[src/rtl/e1_alarm_pkg.sv]
package e1_alarm_pkg;
  localparam int NUM_COND = 3;
  localparam int STAT_W   = 8;

  typedef enum logic [1:0] {
    COND_RDMA = 2'd0,
    COND_LINK = 2'd1,
    COND_LOSS = 2'd2
  } cond_e;

  // bits 2 and 6 unused
  localparam logic [STAT_W-1:0] STAT_USED = 8'hBB;

  function automatic int rise_pos(input int c);
    return (c == int'(COND_LOSS)) ? 3 : c;
  endfunction

  function automatic int fall_pos(input int c);
    return rise_pos(c) + 4;
  endfunction
endpackage

[src/rtl/e1_sync2.sv]
module e1_sync2 #(
  parameter int WIDTH = 1
) (
  input  logic             clk_i,
  input  logic             rst_ni,
  input  logic [WIDTH-1:0] d_i,
  output logic [WIDTH-1:0] q_o
);
  logic [WIDTH-1:0] meta_q, sync_q;

  always_ff @(posedge clk_i or negedge rst_ni) begin
    if (!rst_ni) begin
      meta_q <= '0;
      sync_q <= '0;
    end else begin
      meta_q <= d_i;
      sync_q <= meta_q;
    end
  end

  assign q_o = sync_q;
endmodule

[src/rtl/e1_clk_loss.sv]
module e1_clk_loss #(
  parameter int LOSS_CYCLES = 196
) (
  input  logic clk_i,
  input  logic rst_ni,
  input  logic rx_lvl_i,
  output logic loss_o
);
  localparam int CW = $clog2(LOSS_CYCLES + 1);
  localparam logic [CW-1:0] LIMIT = CW'(LOSS_CYCLES);

  logic          prev_q;
  logic [CW-1:0] cnt_q;
  logic          edge_seen;

  assign edge_seen = rx_lvl_i ^ prev_q;

  always_ff @(posedge clk_i or negedge rst_ni) begin
    if (!rst_ni) begin
      prev_q <= 1'b0;
      cnt_q  <= '0;
    end else begin
      prev_q <= rx_lvl_i;
      if (edge_seen)           cnt_q <= '0;
      else if (cnt_q != LIMIT) cnt_q <= cnt_q + 1'b1;
    end
  end

  assign loss_o = (cnt_q == LIMIT);

  // loss is declared only after the counter has run through the full quiet window
  assert_loss_quiet_R3: assert property (@(posedge clk_i) disable iff (!rst_ni)
    $rose(loss_o) |-> ($past(cnt_q) == LIMIT - 1'b1));
endmodule

[src/rtl/e1_dist_alarm.sv]
module e1_dist_alarm (
  input  logic clk_i,
  input  logic rst_ni,
  input  logic strobe_i,
  input  logic bit_i,
  output logic alarm_o
);
  logic stb_q, last_q, alarm_q;
  logic stb_rise;

  assign stb_rise = strobe_i & ~stb_q;

  always_ff @(posedge clk_i or negedge rst_ni) begin
    if (!rst_ni) begin
      stb_q   <= 1'b0;
      last_q  <= 1'b0;
      alarm_q <= 1'b0;
    end else begin
      stb_q <= strobe_i;
      if (stb_rise) begin
        last_q <= bit_i;
        if (bit_i && last_q)        alarm_q <= 1'b1;
        else if (!bit_i && !last_q) alarm_q <= 1'b0;
      end
    end
  end

  assign alarm_o = alarm_q;

  assert_rdma_on_strobe_R4: assert property (@(posedge clk_i) disable iff (!rst_ni)
    $rose(alarm_o) |-> ($past(stb_rise) && $past(bit_i)));
  assert_rdma_drop_on_strobe_R5: assert property (@(posedge clk_i) disable iff (!rst_ni)
    $fell(alarm_o) |-> ($past(stb_rise) && !$past(bit_i)));
endmodule

[src/rtl/e1_alarm_status.sv]
module e1_alarm_status
  import e1_alarm_pkg::*;
#(
  parameter int LOSS_CYCLES = 196
) (
  input  logic              clk_i,
  input  logic              rst_ni,
  input  logic              rx_clk_i,
  input  logic              mf_strobe_i,
  input  logic              ts16_b6_i,
  input  logic              link_id_i,
  input  logic              wr_en_i,
  input  logic [STAT_W-1:0] wr_data_i,
  input  logic [STAT_W-1:0] irq_en_i,
  output logic [STAT_W-1:0] status_o,
  output logic              irq_o
);
  logic [3:0]          sync_in, sync_out;
  logic [NUM_COND-1:0] cond, cond_q;
  logic [STAT_W-1:0]   set_vec, clr_vec, status_q;

  assign sync_in = {link_id_i, ts16_b6_i, mf_strobe_i, rx_clk_i};

  e1_sync2 #(.WIDTH(4)) u_sync (
    .clk_i  (clk_i),
    .rst_ni (rst_ni),
    .d_i    (sync_in),
    .q_o    (sync_out)
  );

  e1_clk_loss #(.LOSS_CYCLES(LOSS_CYCLES)) u_loss (
    .clk_i    (clk_i),
    .rst_ni   (rst_ni),
    .rx_lvl_i (sync_out[0]),
    .loss_o   (cond[COND_LOSS])
  );

  e1_dist_alarm u_rdma (
    .clk_i    (clk_i),
    .rst_ni   (rst_ni),
    .strobe_i (sync_out[1]),
    .bit_i    (sync_out[2]),
    .alarm_o  (cond[COND_RDMA])
  );

  assign cond[COND_LINK] = sync_out[3];

  always_ff @(posedge clk_i or negedge rst_ni) begin
    if (!rst_ni) cond_q <= '0;
    else         cond_q <= cond;
  end

  always_comb begin
    set_vec = '0;
    for (int c = 0; c < NUM_COND; c++) begin
      set_vec[rise_pos(c)] =  cond[c] & ~cond_q[c];
      set_vec[fall_pos(c)] = ~cond[c] &  cond_q[c];
    end
  end

  assign clr_vec = wr_en_i ? wr_data_i : '0;

  for (genvar i = 0; i < STAT_W; i++) begin : g_bit
    if (STAT_USED[i]) begin : g_used
      // set wins over a simultaneous clear
      always_ff @(posedge clk_i or negedge rst_ni) begin
        if (!rst_ni)         status_q[i] <= 1'b0;
        else if (set_vec[i]) status_q[i] <= 1'b1;
        else if (clr_vec[i]) status_q[i] <= 1'b0;
      end

      assert_hold_R7: assert property (@(posedge clk_i) disable iff (!rst_ni)
        (status_q[i] && !clr_vec[i]) |=> status_q[i]);
    end else begin : g_unused
      assign status_q[i] = 1'b0;
    end
  end

  for (genvar c = 0; c < NUM_COND; c++) begin : g_chk

    assert_det_on_rise_R6: assert property (@(posedge clk_i) disable iff (!rst_ni)
      $rose(cond[c]) |=> status_q[rise_pos(c)]);
    assert_det_on_fall_R6: assert property (@(posedge clk_i) disable iff (!rst_ni)
      $fell(cond[c]) |=> status_q[fall_pos(c)]);
  end

  assign status_o = status_q;
  assign irq_o    = |(status_q & irq_en_i);
endmodule

[config.mk]
export PLATFORM = sky130hd
export DESIGN_NAME = e1_alarm_status
export DESIGN_NICKNAME = d
export VERILOG_FILES = /design/src/rtl/e1_alarm_pkg.sv /design/src/rtl/e1_sync2.sv /design/src/rtl/e1_clk_loss.sv /design/src/rtl/e1_dist_alarm.sv /design/src/rtl/e1_alarm_status.sv
export SDC_FILE = /design/constraint.sdc
export NUM_CORES = 1
export LEC_CHECK = 0
export ABC_CLOCK_PERIOD_IN_PS = 2410
export BUFFER_PORTS_ARGS = -buffer_cell sky130_fd_sc_hd__buf_2
export CAP_MARGIN = 20
export CORE_ASPECT_RATIO = 0.9
export CORE_MARGIN = 2
export CORE_UTILIZATION = 55
export CTS_BUF_LIST = sky130_fd_sc_hd__clkbuf_4
export DETAILED_ROUTE_END_ITERATION = 8
export PLACE_DENSITY = 0.89
export SYNTH_ARGS = -nofsm -noshare
export SYNTH_HDL_FRONTEND = slang
export SYNTH_HIERARCHICAL = 1
export SYNTH_SLANG_ARGS = --single-unit
[constraint.sdc]
create_clock -name clk_i -period 2.41 [get_ports clk_i]
set_clock_uncertainty 0.2 [all_clocks]
set_input_delay 0 -clock clk_i [delete_from_list [all_inputs] [get_ports clk_i]]
set_output_delay 0 -clock clk_i [all_outputs]
set_load 0.05 [all_outputs]
======== Word level (Yosys, flattened, before mapping) ========
Cells that the tools add are included.
storage, ports and cells
  bits in registers ....................... 29
  bits of input ports ..................... 23
  output and inout port bits .............. 9
  word-level logic and storage cells ...... 64
cells by class
  add/subtract/negate cells ............... 1
  eq/ne operators ......................... 2
  muxes and demuxes ....................... 17
  bitwise operators ....................... 16
  reduce and logical (&&, ||, !) cells .... 14
operators with widths
  operator               count
  $mux W8                3
  $reduce_bool A2 Y1     8
  $mux W1                14
  $add A8 B1 Y8 const B  1
  $and A8 B8 Y8          1
  $eq A8 B8 Y1 const B   1
  $ne A8 B8 Y1 const B   1
  $reduce_or A8 Y1       1
  $and A1 B1 Y1          7
  $not A1 Y1             7
  $logic_and A1 B1 Y1    2
  $logic_not A1 Y1       2
  $reduce_and A2 Y1      1
  $xor A1 B1 Y1          1

======== Logic depth before layout (Yosys ltp) ========
  depth in word-level cells ............... 4
  gate-level depth with buffers ........... 6
  gate-level depth less buffers ........... 6

======== Hierarchy ========
The synthesis kept the hierarchy.
by module, submodules not included
  module           instances  cells each  area an instance (um2)
  e1_clk_loss      1          51          484.2
  e1_alarm_status  1          31          357.8
  e1_sync2         1          8           200.2
  e1_dist_alarm    1          8           132.6

======== Least setup slack after synthesis ========
OpenSTA, ideal clock, no wires.
  path type ............................... register to register
  start point ............................. register u_loss.cnt_q[0]
  end point ............................... register status_q[3], in the netlist status_o[3]
  setup time .............................. 0.121 ns
  data arrival time ....................... 1.176 ns
  slack ................................... 0.913 ns
  cell stages (with the launch flop) ...... 7
  clock period less this slack ............ 1.497 ns
  cell sequence ........................... dfrtp_1 inv_1 ha_1 and4b_1 nand3_1 inv_1 a22o_1
between the ends
  cells in the longest elaborated chain, start to end .. 3
RTL lines
  what                                                  line                   text
  start, declared                                       e1_clk_loss.sv:13      logic [CW-1:0] cnt_q;
  start signal, assigned                                e1_clk_loss.sv:25      else if (cnt_q != LIMIT) cnt_q <= cnt_q + 1'b1;
  $eq A8 B8 Y1 *                                        e1_clk_loss.sv:29      assign loss_o = (cnt_q == LIMIT);
  named net cond[2]                                     e1_alarm_status.sv:19  logic [NUM_COND-1:0] cond, cond_q;
  $and A1 B1 Y1 *                                       e1_alarm_status.sv:56  set_vec[rise_pos(c)] = cond[c] & ~cond_q[c];
  $mux W1 / $reduce_bool A2 Y1 (equally long branches)  --
  end signal, assigned by index                         e1_alarm_status.sv:67  if (!rst_ni) status_q[i] <= 1'b0;
  end signal, assigned by index                         e1_alarm_status.sv:68  else if (set_vec[i]) status_q[i] <= 1'b1;
  end signal, assigned by index                         e1_alarm_status.sv:69  else if (clr_vec[i]) status_q[i] <= 1'b0;
  end, declared                                         e1_alarm_status.sv:20  logic [STAT_W-1:0] set_vec, clr_vec, status_q;
Mark *: on every way through the listed nets, which the timed path passes. The rest lies on a longest branch.
A chain may end at the register's enable or synchronous reset.

======== Final worst setup path ========
  start point ............................. register u_loss.cnt_q[0]
  end point ............................... register u_loss.cnt_q[3]
between the ends
  cells in the longest elaborated chain, start to end .. 3
RTL lines
  what           line               text
  $add A8 B1 Y8  e1_clk_loss.sv:25
  $mux W8        e1_clk_loss.sv:25
  $mux W8        e1_clk_loss.sv:24  if (edge_seen) cnt_q <= '0;
Several ways; a longest one is shown, not always the timed one. The select of a mux whose other input is x is not followed.

==> results.py <==
metrics = {
    "sta": {
        "report.final.slew_viol_count": 0,
        "layout_min_cycle_time_ns": 1.69,
        "max-slew-margin-rel_pct": 58.5,
        "max_clock_freq_ghz": 0.593,
        "timing_hold_violations_final": 0,
        "max_slew.worst_pin.slew_ns": 0.622,
        "grt_setup_unrepaired": "no",
        "post-route-period-util_pct": 69.9,
        "totalNegativeSetupSlack_ns": 0,
        "finalSetupViolCount": 0,
    },
    "place": {
        "finalWeightedCongestion": 0.833,
        "dp_hpwl_mm": 1.51,
        "io_buffer_count": 25,
        "post-place-cells": 146,
    },
    "clocking": {
        "clock_tree_from_tritoncts": "done",
        "worst_skew_pair.late_latency_ns": 0.33,
        "clockRootBuffer": "clkbuf_4",
        "number_of_sinks_on_the_clock_net": 29,
        "post_cts_resized": 0,
        "ctsLongestPathBuffers": 2,
        "cts.htree.levels": 2,
        "clk_pin_slew_worst_paths_ns": 0.08,
        "cts-buffers-inserted": 5,
    },
    "floorplan": {
        "die_area_sq_um": 2520,
        "initial_cell_density_of_the_core_pct": 59.6,
        "floorplan.rows": 15,
        "die-width_um": 52.7,
        "io_pins": 32,
        "dieHeight_um": 47.8,
        "coreArea_sq_um": 1970,
    },
    "setup_path": {
        "critical_path.max_fanout": 5,
        "critical_path.slowest_cell": "dfrtp_1",
        "timing.critical_path.to_type": "register",
        "critical_path_arrival_ns": 1.73,
        "critical_path_required_ns": 2.46,
        "timing.critical_path.from_type": "register",
        "slowest_delay_ns": 0.44,
        "critPathKind": "reg2reg",
        "timing.critical_path.cells": "inv_1, ha_1, and4b_1, a31oi_1, mux2i_1",
    },
    "global_routing": {
        "track_usage_pct": 24.3,
        "antenna_violations_before_repair": 0,
        "maximum_number_of_pins_on_one_net_before_global_route_repair": 30,
        "via_count_of_the_first_global_routing_pass": 923,
        "global_route_wire_length_before_repair_mm": 4.04,
        "grt.overflow.total": 0,
    },
    "drt": {
        "routed_wirelength_mm": 2.60,
        "detail_route.first_pass.iterations": 4,
        "route.detailed.drc": 0,
        "detailroute.via_count": 950,
        "postRouteAntennaNets": 0,
        "via_per_inst": 5.59,
        "detailedRoute.firstIterationViolations": 34,
        "wl_per_cell_um": 15.3,
    },
    "final_layout": {
        "area_delta_synth_final_pct": 30.4,
        "instances_no_fill": 170,
        "antenna-diode-count": 0,
        "final.fill_count": 126,
        "drive_above_1_share_pct": 22.8,
        "final_core_utilization_pct": 77.7,
        "final_net_count": 171,
    },
    "power_and_ir_drop": {
        "p_total_uw": 1120,
        "power.leakage_uw": 0.000712,
        "powerDensity_nw_per_um2": 730,
        "max-vdd-ir-drop_v": 0.000447,
    },
    "synthesis": {
        "synth_area_sq_um": 1170,
        "synth.avg_cell_area_sq_um": 12.0,
        "post_synth_inst_count": 98,
        "synth.yosys.seq_area_share_pct": 61.8,
        "number_of_warnings_issued_by_yosys": 6,
        "postSynthRegisterBits": 29,
        "synth.distinct_cells": 29,
    },
    "hold_path": {
        "worst_hold_path_type": "in2async",
    },
    "flow_run": {
        "max-cap-violations": 0,
    },
    "outcome": {
        "status": "complete, no violations",
    },
}
==> cells by family (layout without fill, tap and decap cells) <==
group                    after synthesis  in the layout  synth area share, %
XOR/XNOR                               3              3                 2.24
AO/OA/AOI/OAI                         21             21                 12.0
multiplexers                           3              3                 3.09
buffers and inverters                  9             55                 3.83
other                                  1              2                0.319
adder cells (fa/ha/maj)                3              3                 3.20
flip-flops                            29             29                 61.8
AND/OR/NAND/NOR                       29             29                 13.5
==> layer usage <==
metal  wire length [um]  part of all wire, %  vias to the layer above  global-route usage, %
met1                976                   38                      463                   26.1
met5                  0                    0                        -                      0
met3                137                  5.3                       12                   8.44
met2               1390                   53                       37                   42.0
met4                100                  3.8                        0                   15.4
li1                   -                    -                      438                      -
==> synthesized netlist by cell type, drive strengths merged <==
cell,number,area share [%]
a21oi,4,1.7
a22o,3,2.2
a22oi,3,1.9
a31oi,3,1.6
and4b,1,0.85
buf,3,1.9
conb,1,0.32
dfrtp,29,62
ha,3,3.2
inv,6,1.9
mux2,2,2.2
mux2i,1,0.85
nand2,10,3.2
nand2b,1,0.53
nand3,5,2.1
nand4b,1,0.75
nor2,2,0.64
nor2b,1,0.53
nor3,2,0.85
nor3b,1,1.1
o21ai,4,1.7
o2bb2ai,3,2.2
o31ai,1,0.64
or3,3,1.6
or3b,1,0.75
or4,1,0.64
xnor2,1,0.75
xor2,2,1.5
==> state kept, by name, summed over array words and instances (netlist names) <==
| name | flops |
|---|---|
| u_loss/cnt_q | 8 |
| status_o | 6 |
| u_sync/meta_q | 4 |
| u_sync/q_o | 4 |
| cond_q | 3 |
| u_loss/prev_q | 1 |
| u_rdma/alarm_o | 1 |
| u_rdma/last_q | 1 |
| u_rdma/stb_q | 1 |
==> worst max-delay path, delay by kind of cell, from the launching register on <==
kind | cells | cell delay, ns
flops | 1 | 0.44
fa+ha+maj | 1 | 0.22
mux | 1 | 0.23
compound gates | 1 | 0.21
simple gates | 1 | 0.22
buf+inv | 1 | 0.09
==> power breakdown <==
part	total [uW]	leakage, uW	internal [uW]	switching, uW
registers	584	0.000363	537	47.8
clock network	269	0.0000292	117	152
logic	264	0.000319	91.7	172
total	1120	0.000712	745	372
==> cell type report <==
| cell class | instances | area, sq um | share of cell area [%] |
|---|---|---|---|
| flip-flops and latches | 29 | 726 | 47.4 |
| clock buffers | 6 | 45.0 | 2.94 |
| repair buffers | 42 | 295 | 19.3 |
| multi-input cells | 61 | 408 | 26.6 |
| inverters | 6 | 22.5 | 1.47 |
| clock inverters | 1 | 3.75 | 0.245 |
| well taps | 25 | 31.3 | 2.04 |
==> metrics by stage <==
| step | hold WS, ns | worst slack (ns) | cell area, sq um |
|---|---|---|---|
| 3_5_place_dp | -0.150 | 0.779 | 1310 |
| 3_3_place_gp | -0.161 | 0.820 | 1310 |
| 4_1_cts | 0.0350 | 0.722 | 1530 |
| 5_1_grt | 0.0658 | 0.642 | 1530 |
| 2_1_floorplan | -0.496 | 0.913 | 1180 |
| 6_report | 0.0196 | 0.724 | 1530 |
==> layout by cell type, fill, tap and decap left out, types with 2 or more instances in the layout <==
cell type	instances
a22oi_1	3
clkbuf_4	6
dlygate4sd3_1	17
dfrtp_1	29
conb_1	2
nor3_1	2
o21ai_0	4
ha_1	3
buf_2	25
xor2_1	2
nor2_1	2
o2bb2ai_1	3
nand2_1	10
inv_1	6
nand3_1	5
a22o_1	3
or3_1	3
a31oi_1	3
a21oi_1	4
==> path summary, 6_finish.rpt <==
kind	from	to	slack (ns)	cells after the start
worst max-delay path	u_loss/cnt_q[0]	u_loss/cnt_q[3]	0.72	5
worst min-delay path	rst_ni	u_loss/cnt_q[3]	0.02	2
worst max register to register	u_loss/cnt_q[0]	u_loss/cnt_q[3]	0.72	5
worst min register to register	u_sync/meta_q[2]	u_sync/q_o[2]	0.14	0
max in group asynchronous	rst_ni	u_sync/q_o[3]	1.58	2
min in group clk_i	link_id_i	u_sync/meta_q[3]	0.10	2
==> repair_timing <==
action	CTS	global route
hold buffers	17	0
buffers inserted	0	0
endpoints found under the hold margin	39	0
No activity file was read; power rests on OpenSTA's default activity.
